--- config.mk ---
export PLATFORM = sky130hd
export DESIGN_NAME = cap_timer
export DESIGN_NICKNAME = d
export VERILOG_FILES = /design/src/rtl/cap_timer_pkg.sv /design/src/rtl/cap_prescaler.sv /design/src/rtl/cap_src_sync.sv /design/src/rtl/cap_counter.sv /design/src/rtl/cap_channel.sv /design/src/rtl/cap_timer.sv
export SDC_FILE = /design/constraint.sdc
export NUM_CORES = 1
export LEC_CHECK = 0
export BUFFER_PORTS_ARGS = -buffer_cell sky130_fd_sc_hd__buf_2
export CAP_MARGIN = 20
export CORE_MARGIN = 4
export CORE_UTILIZATION = 25
export DETAILED_ROUTE_END_ITERATION = 10
export RECOVER_POWER = 100
export SLEW_MARGIN = 20
export SYNTH_ARGS = -nofsm -noshare
export SYNTH_HDL_FRONTEND = slang
export SYNTH_SLANG_ARGS = --single-unit
--- constraint.sdc ---
create_clock -name clk -period 2.9 [get_ports clk]
set_clock_uncertainty 0.15 [all_clocks]
set_input_delay 0.435 -clock clk [delete_from_list [all_inputs] [get_ports clk]]
set_output_delay 0.435 -clock clk [all_outputs]
set_load 0.02 [all_outputs]
--- src/rtl/cap_timer_pkg.sv ---
package cap_timer_pkg;

    localparam int MAX_RATIO = 128;
    localparam int DIV_W     = 3;

    // Counter update request, applied in the order clr > rld > inc.
    typedef struct packed {
        logic clr;
        logic rld;
        logic inc;
    } cnt_ctl_t;

    // Irregular prescale ratios selected by a 3-bit code.
    function automatic int unsigned div_ratio(input logic [DIV_W-1:0] code);
        case (code)
            3'd0:    return 1;
            3'd1:    return 4;
            3'd2:    return 16;
            3'd3:    return 32;
            3'd4:    return 64;
            3'd5:    return 96;
            3'd6:    return 112;
            default: return 128;
        endcase
    endfunction

endpackage

--- src/rtl/cap_prescaler.sv ---
module cap_prescaler
    import cap_timer_pkg::*;
#(
    parameter int PW = $clog2(MAX_RATIO)
) (
    input  logic             clk,
    input  logic             rst,
    input  logic             run_en,
    input  logic [DIV_W-1:0] div_sel,
    output logic             tick
);

    logic [PW-1:0] div_q;
    logic [PW-1:0] term;

    assign term = PW'(div_ratio(div_sel) - 1);
    // >= so that a ratio change to a smaller value terminates at once
    assign tick = run_en && (div_q >= term);

    always_ff @(posedge clk) begin
        if (rst || !run_en) begin
            div_q <= '0;
        end else if (div_q >= term) begin
            div_q <= '0;
        end else begin
            div_q <= div_q + 1'b1;
        end
    end

    // the divider phase restarts whenever counting is halted
    p_phase_restart_r2: assert property (@(posedge clk) disable iff (rst)
        !run_en |=> (div_q == '0));

endmodule

--- src/rtl/cap_src_sync.sv ---
module cap_src_sync #(
    parameter int NCH = 3
) (
    input  logic           clk,
    input  logic           rst,
    input  logic [NCH-1:0] cap_in,
    output logic [NCH-1:0] rise
);

    logic [NCH-1:0] meta_q, sync_q, prev_q;

    always_ff @(posedge clk) begin
        if (rst) begin
            meta_q <= '0;
            sync_q <= '0;
            prev_q <= '0;
        end else begin
            meta_q <= cap_in;
            sync_q <= meta_q;
            prev_q <= sync_q;
        end
    end

    assign rise = sync_q & ~prev_q;

    // one tick per rising edge, never two in a row
    p_single_tick_r3: assert property (@(posedge clk) disable iff (rst)
        1'b1 |=> ((rise & $past(rise)) == '0));

endmodule

--- src/rtl/cap_counter.sv ---
module cap_counter
    import cap_timer_pkg::*;
#(
    parameter int CW = 24
) (
    input  logic          clk,
    input  logic          rst,
    input  cnt_ctl_t      ctl,
    input  logic [CW-1:0] load_val,
    output logic [CW-1:0] cnt_q
);

    always_ff @(posedge clk) begin
        if (rst) begin
            cnt_q <= '0;
        end else if (ctl.clr) begin
            cnt_q <= '0;
        end else if (ctl.rld) begin
            cnt_q <= load_val;
        end else if (ctl.inc) begin
            cnt_q <= cnt_q + 1'b1;
        end
    end

    // clear dominates every other request
    p_clear_wins_r9: assert property (@(posedge clk) disable iff (rst)
        ctl.clr |=> (cnt_q == '0));

    // reload takes the compare value when no clear competes
    p_reload_val_r8: assert property (@(posedge clk) disable iff (rst)
        (ctl.rld && !ctl.clr) |=> (cnt_q == $past(load_val)));

    // no request means no change
    p_idle_hold_r4: assert property (@(posedge clk) disable iff (rst)
        (!ctl.clr && !ctl.rld && !ctl.inc) |=> $stable(cnt_q));

    // a plain increment at all ones wraps to zero
    p_wrap_zero_r1: assert property (@(posedge clk) disable iff (rst)
        (ctl.inc && !ctl.clr && !ctl.rld && (&cnt_q)) |=> (cnt_q == '0));

endmodule

--- src/rtl/cap_channel.sv ---
module cap_channel #(
    parameter int CW = 24
) (
    input  logic          clk,
    input  logic          rst,
    input  logic          evt,
    input  logic [CW-1:0] count_i,
    output logic [CW-1:0] hold_q
);

    always_ff @(posedge clk) begin
        if (rst) begin
            hold_q <= '0;
        end else if (evt) begin
            hold_q <= count_i;
        end
    end

    // hold gets the count seen before this edge's update
    p_latch_pre_r10: assert property (@(posedge clk) disable iff (rst)
        evt |=> (hold_q == $past(count_i)));

endmodule

--- src/rtl/cap_timer.sv ---
module cap_timer
    import cap_timer_pkg::*;
#(
    parameter  int CW  = 24,
    parameter  int NCH = 3,
    localparam int NF  = NCH + 2,
    localparam int SW  = $clog2(NCH + 1)
) (
    input  logic              clk,
    input  logic              rst,
    input  logic              run_en,
    input  logic [DIV_W-1:0]  div_sel,
    input  logic [SW-1:0]     src_sel,
    input  logic [NCH-1:0]    cap_in,
    input  logic [NCH-1:0]    edge_evt,
    input  logic              cmp_en,
    input  logic              cmp_clr_en,
    input  logic              cap_clr_en,
    input  logic [NCH-1:0]    clr_src_en,
    input  logic              rld_en,
    input  logic [NCH:0]      rld_src_en,
    input  logic [CW-1:0]     cmp_val,
    input  logic [NF-1:0]     flag_w1c,
    input  logic [NF-1:0]     irq_en,
    output logic [CW-1:0]     count,
    output logic [NCH*CW-1:0] hold_flat,
    output logic [NF-1:0]     flags,
    output logic              irq
);

    localparam int F_CMP = NCH;
    localparam int F_OVF = NCH + 1;

    logic           presc_tick;
    logic [NCH-1:0] src_rise;
    logic           src_tick;
    logic           wrap;
    logic           match;
    logic [CW-1:0]  count_q;
    logic [NF-1:0]  flags_q;
    logic [NF-1:0]  flag_set;
    cnt_ctl_t       ctl;

    cap_prescaler u_presc (
        .clk     (clk),
        .rst     (rst),
        .run_en  (run_en),
        .div_sel (div_sel),
        .tick    (presc_tick)
    );

    cap_src_sync #(.NCH(NCH)) u_sync (
        .clk    (clk),
        .rst    (rst),
        .cap_in (cap_in),
        .rise   (src_rise)
    );

    always_comb begin
        src_tick = (src_sel == '0) ? presc_tick : 1'b0;
        for (int i = 0; i < NCH; i++) begin
            if (src_sel == SW'(i + 1)) src_tick = src_rise[i];
        end
    end

    always_comb begin
        ctl.inc = run_en && src_tick;
        wrap    = ctl.inc && (&count_q);
        match   = cmp_en && (count_q == cmp_val);
        ctl.clr = (cap_clr_en && |(edge_evt & clr_src_en)) || (cmp_clr_en && match);
        ctl.rld = rld_en && (|(edge_evt & rld_src_en[NCH-1:0]) || (rld_src_en[NCH] && wrap));
    end

    cap_counter #(.CW(CW)) u_cnt (
        .clk      (clk),
        .rst      (rst),
        .ctl      (ctl),
        .load_val (cmp_val),
        .cnt_q    (count_q)
    );

    for (genvar g = 0; g < NCH; g++) begin : g_chan
        cap_channel #(.CW(CW)) u_chan (
            .clk     (clk),
            .rst     (rst),
            .evt     (edge_evt[g]),
            .count_i (count_q),
            .hold_q  (hold_flat[g*CW +: CW])
        );
    end

    assign flag_set = {wrap, match, edge_evt};

    always_ff @(posedge clk) begin
        if (rst) begin
            flags_q <= '0;
        end else begin
            flags_q <= (flags_q & ~flag_w1c) | flag_set;
        end
    end

    assign count = count_q;
    assign flags = flags_q;
    assign irq   = |(flags_q & irq_en);

    // a flag never drops without its clear strobe
    p_sticky_r11: assert property (@(posedge clk) disable iff (rst)
        1'b1 |=> (((($past(flags_q) & ~$past(flag_w1c)) & ~flags_q)) == '0));

    // a live match always raises the compare flag
    p_cmp_flag_r5: assert property (@(posedge clk) disable iff (rst)
        (cmp_en && (count_q == cmp_val)) |=> flags_q[F_CMP]);

    // wrapping always raises the overflow flag
    p_ovf_flag_r1: assert property (@(posedge clk) disable iff (rst)
        (run_en && src_tick && (&count_q)) |=> flags_q[F_OVF]);

endmodule

==> impl_metrics.py, run 1 <==
metrics = {
    "drt": {
        "drc_errors": 0,
        "wire_per_inst_um": 16.87,
        "drtAntennaViolNets": 0,
        "finalWirelength_um": 17680,
        "first_pass_iters": 5,
        "initialDrtViolationCount": 345,
        "drt-vias-per-instance": 4.605,
        "via_count": 4826,
    },
    "floorplanning": {
        "start_util": 0.2543,
        "ios": 161,
        "die_y_um": 154.5,
        "die_area_sq_mm": 0.02386,
        "std_cell_rows": 53,
        "coreArea_sq_mm": 0.02109,
        "fp.dieW_um": 154.5,
    },
    "global_route": {
        "grt_max_degree": 59,
        "grt_pass1_wl_um": 27280,
        "grt_antenna_before_repair": 6,
        "track_usage": 0.1484,
        "grt_pass1_vias": 4745,
        "grt_overflow": 0,
    },
    "finish": {
        "syn2layout_area_growth_pct": 32.85,
        "diodes": 0,
        "nNetsFinal": 830,
        "drive_gt1_frac": 0.1902,
        "final_common_cell": "dfxtp_1",
        "layout_common_cells": "dfxtp_1, clkbuf_1, nor2_1",
    },
    "critical_path": {
        "path_class": "primary input to flip-flop",
        "worstReg2RegStart": "u_cnt.cnt_q[23]",
        "crit_fanout": 14,
        "ff2ff_path_depth": 8,
        "crit_required_ns": 3.09,
        "r2r_slack_ns": 0.18,
        "timing.rr.end": "u_cnt.cnt_q[5]",
        "critical_path.endpoint": "u_cnt.cnt_q[16]",
        "crit_path_end_kind": "flip-flop",
        "critPathLaunchType": "primary input",
        "critPathLaunch": "div_sel[2]",
        "critPathArrivalTime_ns": 2.95,
    },
    "synth": {
        "synth_cell_types": 49,
        "syn_nets": 658,
        "synth-edff-count": 0,
        "synth-seq-area-share": 0.4368,
        "syn_area_per_cell_sq_um": 9.105,
        "synth.cell_area_sq_mm": 0.005363,
        "yosys_warnings": 0,
        "synth_seq_cells": 117,
        "synth-main-ff-cell": "dfxtp_1",
        "async_reset_ff_frac": 0,
        "synthCells": 589,
    },
    "sta": {
        "setup_viol": 0,
        "fin_crit_sh": 0.9496,
        "worstMarginPinSlew_ns": 1.614,
        "fmax_ghz": 0.3631,
        "slew_viol_final": 32,
        "hold_viol": 0,
        "grt_setup_unrepaired": "false",
        "fin_tns_setup_ns": 0,
        "slew_headroom": -0.07609,
        "finalCriticalPeriod_ns": 2.754,
    },
    "placement": {
        "io_buffers": 160,
        "dp_hpwl_um": 13110,
        "gp_congestion": 0.8371,
    },
    "cts": {
        "cts_sinks": 117,
        "clk_latency_ns": 0.41,
        "cts_tree": "built",
        "post_cts_buffers": 0,
        "cts-resized-gates": 0,
        "clk_path_buf_depth": 2,
        "cts_buffers": 17,
        "htree_num_levels": 4,
        "hold_buffers": 0,
        "cts_root_buffer": "clkbuf_16",
        "clk_pin_slew_ns": 0.06,
    },
    "power_and_ir_drop": {
        "p_total_mw": 4.546,
        "seqPwrFrac": 0.376,
        "ir_drop_mv": 0.3699,
        "powerDensity_mw_per_mm2": 638.1,
        "switchingPower_mw": 1.140,
        "swShare": 0.2508,
        "clkPwrFrac": 0.509,
        "leakagePower_nw": 3.010,
        "combPwrFrac": 0.116,
        "p_int_mw": 3.406,
    },
    "outcome": {
        "violations": "max-capacitance violations, max-slew violations",
        "status": "finished, violations left",
    },
    "job": {
        "drv_cap": 1,
    },
    "hold_path": {
        "hp-class": "primary input to flip-flop",
    },
}
-- worst min path at each step --
stage | start | to | slack, ns | depth (start not counted)
2_1_floorplan | u_sync.meta_q[0] | u_sync.sync_q[0] | 0.26 | 1
3_3_place_gp | u_sync.meta_q[0] | u_sync.sync_q[0] | 0.27 | 1
3_5_place_dp | u_sync.meta_q[1] | u_sync.sync_q[1] | 0.28 | 1
4_1_cts | cap_in[0] | u_sync.meta_q[0] | 0.07 | 2
5_1_grt | cap_in[0] | u_sync.meta_q[0] | 0.08 | 2
6_report | cap_in[0] | u_sync.meta_q[0] | 0.1 | 2
-- metrics by stage --
step                      area [sq um]    util  hold slack [ns]  instances  setup WS, ns
after floorplan                   5400       -           0.2638        589      -0.01038
after global placement            6640  0.3149           0.2657       1017       -0.3107
after detailed placement          6640  0.3149           0.2753       1017       -0.3315
after CTS                         7286  0.3455          0.07361       1048        0.1052
after global routing              7124  0.3378          0.08424       1048       0.01110
final                             7124  0.3378          0.09964       1048        0.1460
-- flip-flops by register name, summed over array words and instances, names as in the netlist --
signal	cells
u_sync.meta_q	3
u_sync.sync_q	3
u_presc.div_q	7
flags	5
u_cnt.cnt_q	24
u_sync.prev_q	3
g_chan.u_chan.hold_q	72
-- cell usage after synthesis (6+ instances only) --
cell        n  area share
a21oi_1    19       0.018
a31oi_1     8      0.0093
and3_1      6      0.0070
buf_2      14       0.013
buf_4       7      0.0098
clkbuf_1   26       0.018
dfxtp_1   117        0.44
ha_1       10       0.023
inv_1      12      0.0084
mux2i_1    73        0.14
nand2_1    20       0.014
nand3_1    19       0.018
nand4_1     9       0.010
nor2_1     99       0.069
nor2b_1    12       0.014
o21ai_0     6      0.0056
o21ai_1    19       0.018
or3_1       8      0.0093
xnor2_1    18       0.029
xor2_1     24       0.039
-- routing by layer --
metal | track usage | vias up | wire, um
met2 | 0.2290 | 137 | 8042
li1 | - | 2373 | -
met4 | 0.04373 | 12 | 266
met1 | 0.1990 | 2276 | 8317
met3 | 0.04729 | 28 | 980
met5 | 0 | - | 75
-- area by class of cell --
cell class                 instances  area, sq um
fill                            2258        13960
multi-input combinational        408         2743
inverter                          13        48.80
sequential                       117         2342
tap                              275        344.1
timing repair buffer             204         1001
clock inverter                    13        206.4
clock buffer                      18        439.2
-- power by group through the flow --
stage | clock (mW) | combinational (mW) | sequential [mW]
6_report | 2.31 | 0.525 | 1.71
5_1_grt | 2.46 | 0.575 | 1.71
4_1_cts | 2.38 | 0.553 | 1.71
3_5_place_dp | 0 | 0.551 | 1.74
3_3_place_gp | 0 | 0.546 | 1.74
2_1_floorplan | 0 | 0.279 | 1.79
-- critical path, cell delays in order --
cell	delay, ns
clkbuf_1	0.11
or3_4	0.42
ha_4	0.24
ha_1	0.28
a21o_1	0.16
a31oi_1	0.17
o21ai_2	0.12
o21a_1	0.26
a21oi_2	0.32
buf_12	0.18
o21ai_1	0.06
a31oi_1	0.18
-- cells by family after synthesis --
logic type | share of synthesized area
AND/OR/NAND/NOR | 0.1806
flip-flops | 0.4368
AO/OA/AOI/OAI | 0.09870
multiplexers | 0.1363
buffers and inverters | 0.05576
XOR/XNOR | 0.06859
adder cells (fa/ha/maj) | 0.02333
No activity file was read; power rests on OpenSTA's default activity.
==> run 2, diff against run 1 <==
--- a/config.mk
+++ b/config.mk
@@ -14,4 +14,5 @@
 export SLEW_MARGIN = 20
 export SYNTH_ARGS = -nofsm -noshare
 export SYNTH_HDL_FRONTEND = slang
+export SYNTH_HIERARCHICAL = 1
 export SYNTH_SLANG_ARGS = --single-unit
==> run 2 against run 1 <==
  * The flow finishes with violations (max-capacitance violations, max-slew violations, negative setup slack)
  * Global-route usage hardly changed
  * Register-to-register slack worse by 0.26 ns
  * Synthesized cell count down 8.1%
  * Sequential share of layout area shrank 1.8 points
  * Synthesized area fell by 1.7%
  * Clock power is 11% lower
  * Highest routed layer unchanged
==> impl_metrics.py, run 2 <==
metrics = {
    "cts": {
        "cts_sinks": 117,
        "cts_tree": "built",
        "cts_buffers": 17,
        "htree_num_levels": 4,
        "clk_pin_slew_ns": 0.06,
        "hold_buffers": 0,
        "cts_root_buffer": "clkbuf_16",
        "clk_path_buf_depth": 2,
        "clk_latency_ns": 0.42,
    },
    "power_and_ir_drop": {
        "leakagePower_nw": 3.142,
        "ir_drop_mv": 0.3791,
        "p_total_mw": 4.355,
        "powerDensity_mw_per_mm2": 576.9,
    },
    "hold_path": {
        "min_delay_path_depth": 2,
        "hp-class": "primary input to flip-flop",
    },
    "sta": {
        "slew_headroom": -0.5246,
        "slew_viol_final": 52,
        "fin_tns_setup_ns": -2.012,
        "whs_ns": 0.08164,
        "setup_viol": 25,
        "grt_setup_unrepaired": "true",
        "setup_slack_ns": -0.1483,
        "worstMarginPinSlew_ns": 2.287,
        "hold_viol": 0,
        "fmax_ghz": 0.3281,
        "finalCriticalPeriod_ns": 3.048,
        "fin_crit_sh": 1.051,
    },
    "synth": {
        "synth-seq-area-share": 0.4445,
        "yosys.area.top_type_share": 0.4445,
        "synth_seq_cells": 117,
        "synthCells": 541,
        "ys_top_cells_by_area": "dfxtp_1, mux2i_1, nor2_1",
        "synth-edff-count": 0,
        "synth_common_cells": "dfxtp_1, nor2_1, mux2i_1",
        "syn_nets": 610,
        "synth_cell_types": 49,
        "yosys_warnings": 6,
        "synth-main-ff-cell": "dfxtp_1",
        "syn_area_per_cell_sq_um": 9.739,
        "yosysMostFrequentCell": "dfxtp_1",
        "synth_area_leader_cell": "dfxtp_1",
        "async_reset_ff_frac": 0,
        "synth.cell_area_sq_mm": 0.005269,
    },
    "finish": {
        "final_common_cell": "dfxtp_1",
        "top_register": "g_chan.u_chan/hold_q",
        "final_core_util": 0.3683,
        "filler_cell_count": 2101,
        "reg_top3": "g_chan.u_chan/hold_q: 72 flops, u_cnt/cnt_q: 24 flops, u_presc/div_q: 7 flops",
        "syn2layout_area_growth_pct": 43.27,
        "drive_gt1_frac": 0.2794,
        "stdcell_count": 1045,
        "largest_reg_flops": 72,
        "nNetsFinal": 829,
        "final_area_sq_mm": 0.007548,
        "layout_common_cells": "dfxtp_1, clkbuf_1, nor2_1",
    },
    "drt": {
        "finalWirelength_um": 17560,
        "drt-vias-per-instance": 4.559,
        "initialDrtViolationCount": 325,
        "wire_per_inst_um": 16.81,
        "via_count": 4764,
        "drtAntennaViolNets": 0,
        "first_pass_iters": 5,
        "drc_errors": 0,
    },
    "floorplanning": {
        "ios": 161,
        "std_cell_rows": 52,
        "die_area_sq_mm": 0.02346,
        "coreArea_sq_mm": 0.02049,
        "start_util": 0.2571,
        "fp.dieW_um": 153.2,
        "die_y_um": 153.2,
    },
    "critical_path": {
        "crit_fanout": 7,
        "crit_required_ns": 3.09,
        "ff2ff_path_depth": 12,
        "critPathLaunchType": "primary input",
        "crit_path_end_kind": "flip-flop",
        "path_class": "primary input to flip-flop",
        "critPathArrivalTime_ns": 3.23,
    },
    "placement": {
        "preCtsSetupSlack_ns": -0.6580,
        "dp_hpwl_um": 12210,
        "dp_cells": 994,
        "postPlaceCellArea_sq_mm": 0.006658,
        "io_buffers": 160,
        "gp_congestion": 0.7935,
    },
    "global_route": {
        "grt_overflow": 0,
        "grtUsageMet1": 0.1971,
        "grt_pass1_wl_um": 27290,
        "grt-busiest-layer": "met2",
        "grt_max_degree": 53,
        "grt_antenna_before_repair": 2,
        "grt_pass1_vias": 4713,
        "use_met2": 0.2279,
        "met3_usage": 0.04778,
        "track_usage": 0.1484,
    },
    "job": {
        "drv_cap": 2,
    },
    "outcome": {
        "status": "finished, violations left",
        "violations": "max-capacitance violations, max-slew violations, negative setup slack",
    },
}
## run 2: cell count changes in the layout (fill, tap and decap cells not counted), sizes merged, moves of 5 or more
cell,before,now
buf,100,122
nor2,99,86
xor2,24,12
xnor2,18,29
nand4,10,17
a21o,5,0
a22o,5,0
and4,0,5
nand3,19,14
o21ai,25,20
or3,8,3
## run 2: final timing paths
check	start	endpoint	slack [ns]
hold / removal	cap_in[0]	u_sync/meta_q[0]	0.08
hold reg to reg	u_sync/meta_q[0]	u_sync/sync_q[0]	0.29
setup / recovery	div_sel[2]	u_cnt/cnt_q[21]	-0.15
setup reg to reg	u_presc/div_q[4]	u_cnt/cnt_q[17]	-0.08
## run 2: repair_timing
item / CTS / global route
endpoints found under the setup margin: 24 / 25
setup buffers: 14 / 5
resized for setup: 46 / 24
cloned: 3 / 0
hold endpoints to repair: 0 / 0
pin swaps: 26 / 13
## run 2: area by class of cell
type	count	area (sq um)	share of cell area
Antenna cell	2	5.005	0.0006630
Clock buffer	19	442.9	0.05868
Clock inverter	13	133.9	0.01774
Inverter	16	70.07	0.009282
Multi-Input combinational cell	384	2993	0.3965
Sequential cell	117	2342	0.3103
Tap cell	270	337.8	0.04475
Timing Repair Buffer	223	1217	0.1613
Timing Repair inverter	1	6.256	0.0008288
## run 2: kinds of logic after synthesis
group           synth area share
simple gates              0.1845
flops                     0.4446
mux                       0.1449
buf+inv                  0.05225
compound gates           0.08193
xor+xnor                 0.06815
fa+ha+maj                0.02375
## run 2: power breakdown
| part | leakage, nW | switching (mW) | internal, mW |
|---|---|---|---|
| sequential | 0.952 | 0.0574 | 1.67 |
| combinational | 1.91 | 0.339 | 0.236 |
| clock | 0.278 | 0.773 | 1.28 |
## run 2: worst max-delay path, cell delays in order
cell	delay, ns
buf_8	0.10
or3_4	0.42
ha_4	0.18
inv_4	0.05
ha_4	0.11
nand4_1	0.14
o31ai_4	0.26
and2_1	0.15
mux4_2	0.21
and2_4	0.18
and4_4	0.24
nand3_4	0.10
or4_1	0.52
a31oi_1	0.13
## run 2: metal layers
metal	routed length [um]	vias to the layer above
met1	8109	2212
met5	14	-
met4	302	4
li1	-	2358
met2	7959	166
met3	1178	24
==> run 3, diff against run 2 <==
==> constraint.sdc (replaced) <==
create_clock -name clk -period 2.9 [get_ports clk]
set_clock_uncertainty 0.15 [all_clocks]
set_input_delay 0 -clock clk [delete_from_list [all_inputs] [get_ports clk]]
set_output_delay 0 -clock clk [all_outputs]
set_load 0.02 [all_outputs]
==> run 3 against run 2 <==
  * The run ends with negative setup slack left
  * Final cell count rose by 2.5%
  * Via count rose by 3.8%
  * Combinational power rose by 4.5%
  * First-iteration DRC count fell by 8.0%
  * Worst hold slack got worse by 0.0040 ns
  * Die area did not move
  * Flip-flop and latch count did not move
  * Register-to-register slack improved by 0.07 ns
  * Global-route usage rose by 0.12 points
  * Largest power group unchanged
  * Count of clock-buffer cells in the layout did not move
==> impl_metrics.py, run 3 (synthesis gave the netlist of run 2 again) <==
metrics = {
    "outcome": {
        "status": "finished, violations left",
        "violations": "negative setup slack",
    },
    "finish": {
        "nNetsFinal": 857,
        "final_common_cell": "dfxtp_1",
        "filler_cell_count": 2116,
        "final_area_sq_mm": 0.007751,
        "reg_top3": "g_chan.u_chan/hold_q: 72 flops, u_cnt/cnt_q: 24 flops, u_presc/div_q: 7 flops",
        "syn2layout_area_growth_pct": 47.11,
        "layout_common_cells": "dfxtp_1, clkbuf_1, nor2_1",
        "diodes": 0,
        "largest_reg_flops": 72,
        "stdcell_count": 1071,
        "drive_gt1_frac": 0.2197,
        "top_register": "g_chan.u_chan/hold_q",
    },
    "floorplanning": {
        "start_util": 0.2571,
        "fp.dieW_um": 153.2,
        "std_cell_rows": 52,
        "die_area_sq_mm": 0.02346,
        "coreArea_sq_mm": 0.02049,
        "ios": 161,
        "die_y_um": 153.2,
    },
    "global_route": {
        "use_met2": 0.2342,
        "grt-busiest-layer": "met2",
        "grt_max_degree": 47,
        "grt_overflow": 0,
        "grt_antenna_before_repair": 0,
        "met3_usage": 0.04750,
        "track_usage": 0.1495,
        "grtUsageMet1": 0.1931,
        "grt_pass1_wl_um": 27720,
        "grt_pass1_vias": 4986,
    },
    "cts": {
        "clk_pin_slew_ns": 0.06,
        "htree_num_levels": 4,
        "cts_buffers": 17,
        "clk_path_buf_depth": 2,
        "clk_latency_ns": 0.42,
        "cts_root_buffer": "clkbuf_16",
        "cts_tree": "built",
        "cts_sinks": 117,
    },
    "sta": {
        "hold_viol": 0,
        "slew_viol_final": 0,
        "setup_slack_ns": -0.005123,
        "grt_setup_unrepaired": "true",
        "setup_viol": 1,
        "slew_headroom": 0.1822,
        "fmax_ghz": 0.3442,
        "fin_crit_sh": 1.002,
        "worstMarginPinSlew_ns": 1.227,
        "finalCriticalPeriod_ns": 2.905,
    },
    "critical_path": {
        "critPathArrivalTime_ns": 3.06,
        "cp_num_buf_inv": 3,
        "crit_chain": "inv_2, ha_4, nand2b_4, a211oi_4, o31ai_4, and2_1, mux4_2, and2_4, buf_6, nand4_1, buf_4, nor4b_4, xnor2_1, a21oi_1",
        "cp_slowest_cell": "dfxtp_2",
        "path_class": "flip-flop to flip-flop",
        "max_stage_delay_ns": 0.34,
        "critPathLaunchType": "flip-flop",
        "crit_path_end_kind": "flip-flop",
        "crit_required_ns": 3.06,
        "cp_top_family": "simple AND/OR/NAND/NOR gates",
        "crit_fanout": 5,
    },
    "drt": {
        "drtAntennaViolNets": 0,
        "first_pass_iters": 6,
        "drt-vias-per-instance": 4.618,
        "drc_errors": 0,
        "via_count": 4946,
        "finalWirelength_um": 18160,
        "initialDrtViolationCount": 299,
        "wire_per_inst_um": 16.96,
    },
    "placement": {
        "dp_hpwl_um": 12280,
        "dp_cells": 979,
        "gp_congestion": 0.7843,
        "postPlaceCellArea_sq_mm": 0.006511,
        "preCtsSetupSlack_ns": -0.2280,
        "io_buffers": 160,
    },
    "power_and_ir_drop": {
        "leakagePower_nw": 3.171,
        "ir_drop_mv": 0.3712,
        "powerDensity_mw_per_mm2": 576.8,
        "p_total_mw": 4.471,
    },
    "job": {
        "drv_cap": 0,
    },
    "hold_path": {
        "hp-class": "primary input to flip-flop",
    },
}
run 3: layout make-up:
class	instances	area (sq um)	area share
Tap cell	270	337.8	0.04358
Sequential cell	117	2347	0.3028
Clock buffer	19	452.9	0.05843
Timing Repair Buffer	251	1543	0.1990
Multi-Input combinational cell	385	2858	0.3687
Inverter	16	65.06	0.008394
Clock inverter	13	147.6	0.01905
run 3: worst min-delay path: cells and delay by family:
kind | cells | cell delay [ns]
compound gates | 2 | 0.15
simple gates | 1 | 0.06
buf+inv | 3 | 0.39
run 3: through the flow:
stage | hold WS (ns) | utilization | setup TNS (ns)
global route | 0.08557 | 0.3782 | -0.8836
finish | 0.07760 | 0.3782 | -0.005123
detailed placement | 0.08286 | 0.3177 | -2.738
CTS | 0.02199 | 0.3785 | -0.03712
floorplan | -0.08093 | - | -0.7294
global placement | 0.08009 | 0.3177 | -1.809
run 3: metal layers:
layer  part of all wire  routed length (um)  up-vias
li1                   -                   -     2422
met1               0.45                8138     2339
met2               0.46                8442      163
met3              0.068                1244       22
met4              0.019                 339        0
met5                  0                   0        -
run 3: path summary, 6_finish.rpt:
kind,start,end,slack [ns],cells past startpoint
max,u_presc/div_q[0],u_cnt/cnt_q[13],-0.005,14
min,rld_en,u_cnt/cnt_q[3],0.08,6
max reg2reg,u_presc/div_q[0],u_cnt/cnt_q[13],-0.005,14
min reg2reg,u_sync/meta_q[1],u_sync/sync_q[1],0.29,1
run 3: what timing repair did:
action                                  in CTS  in global routing
gates cloned                                 3                  2
hold buffers                                43                  0
endpoints found under the hold margin       75                  0
endpoints found under the setup margin       6                 24
pin swaps                                    8                 16
resized for setup                           13                 19
setup buffers                                9                  3
run 3: power by group:
part / leakage (nW) / switching, mW / internal (mW) / total (mW)
sequential: 0.953 / 0.0588 / 1.67 / 1.73
clock: 0.283 / 0.824 / 1.32 / 2.14
combinational: 1.93 / 0.339 / 0.262 / 0.601
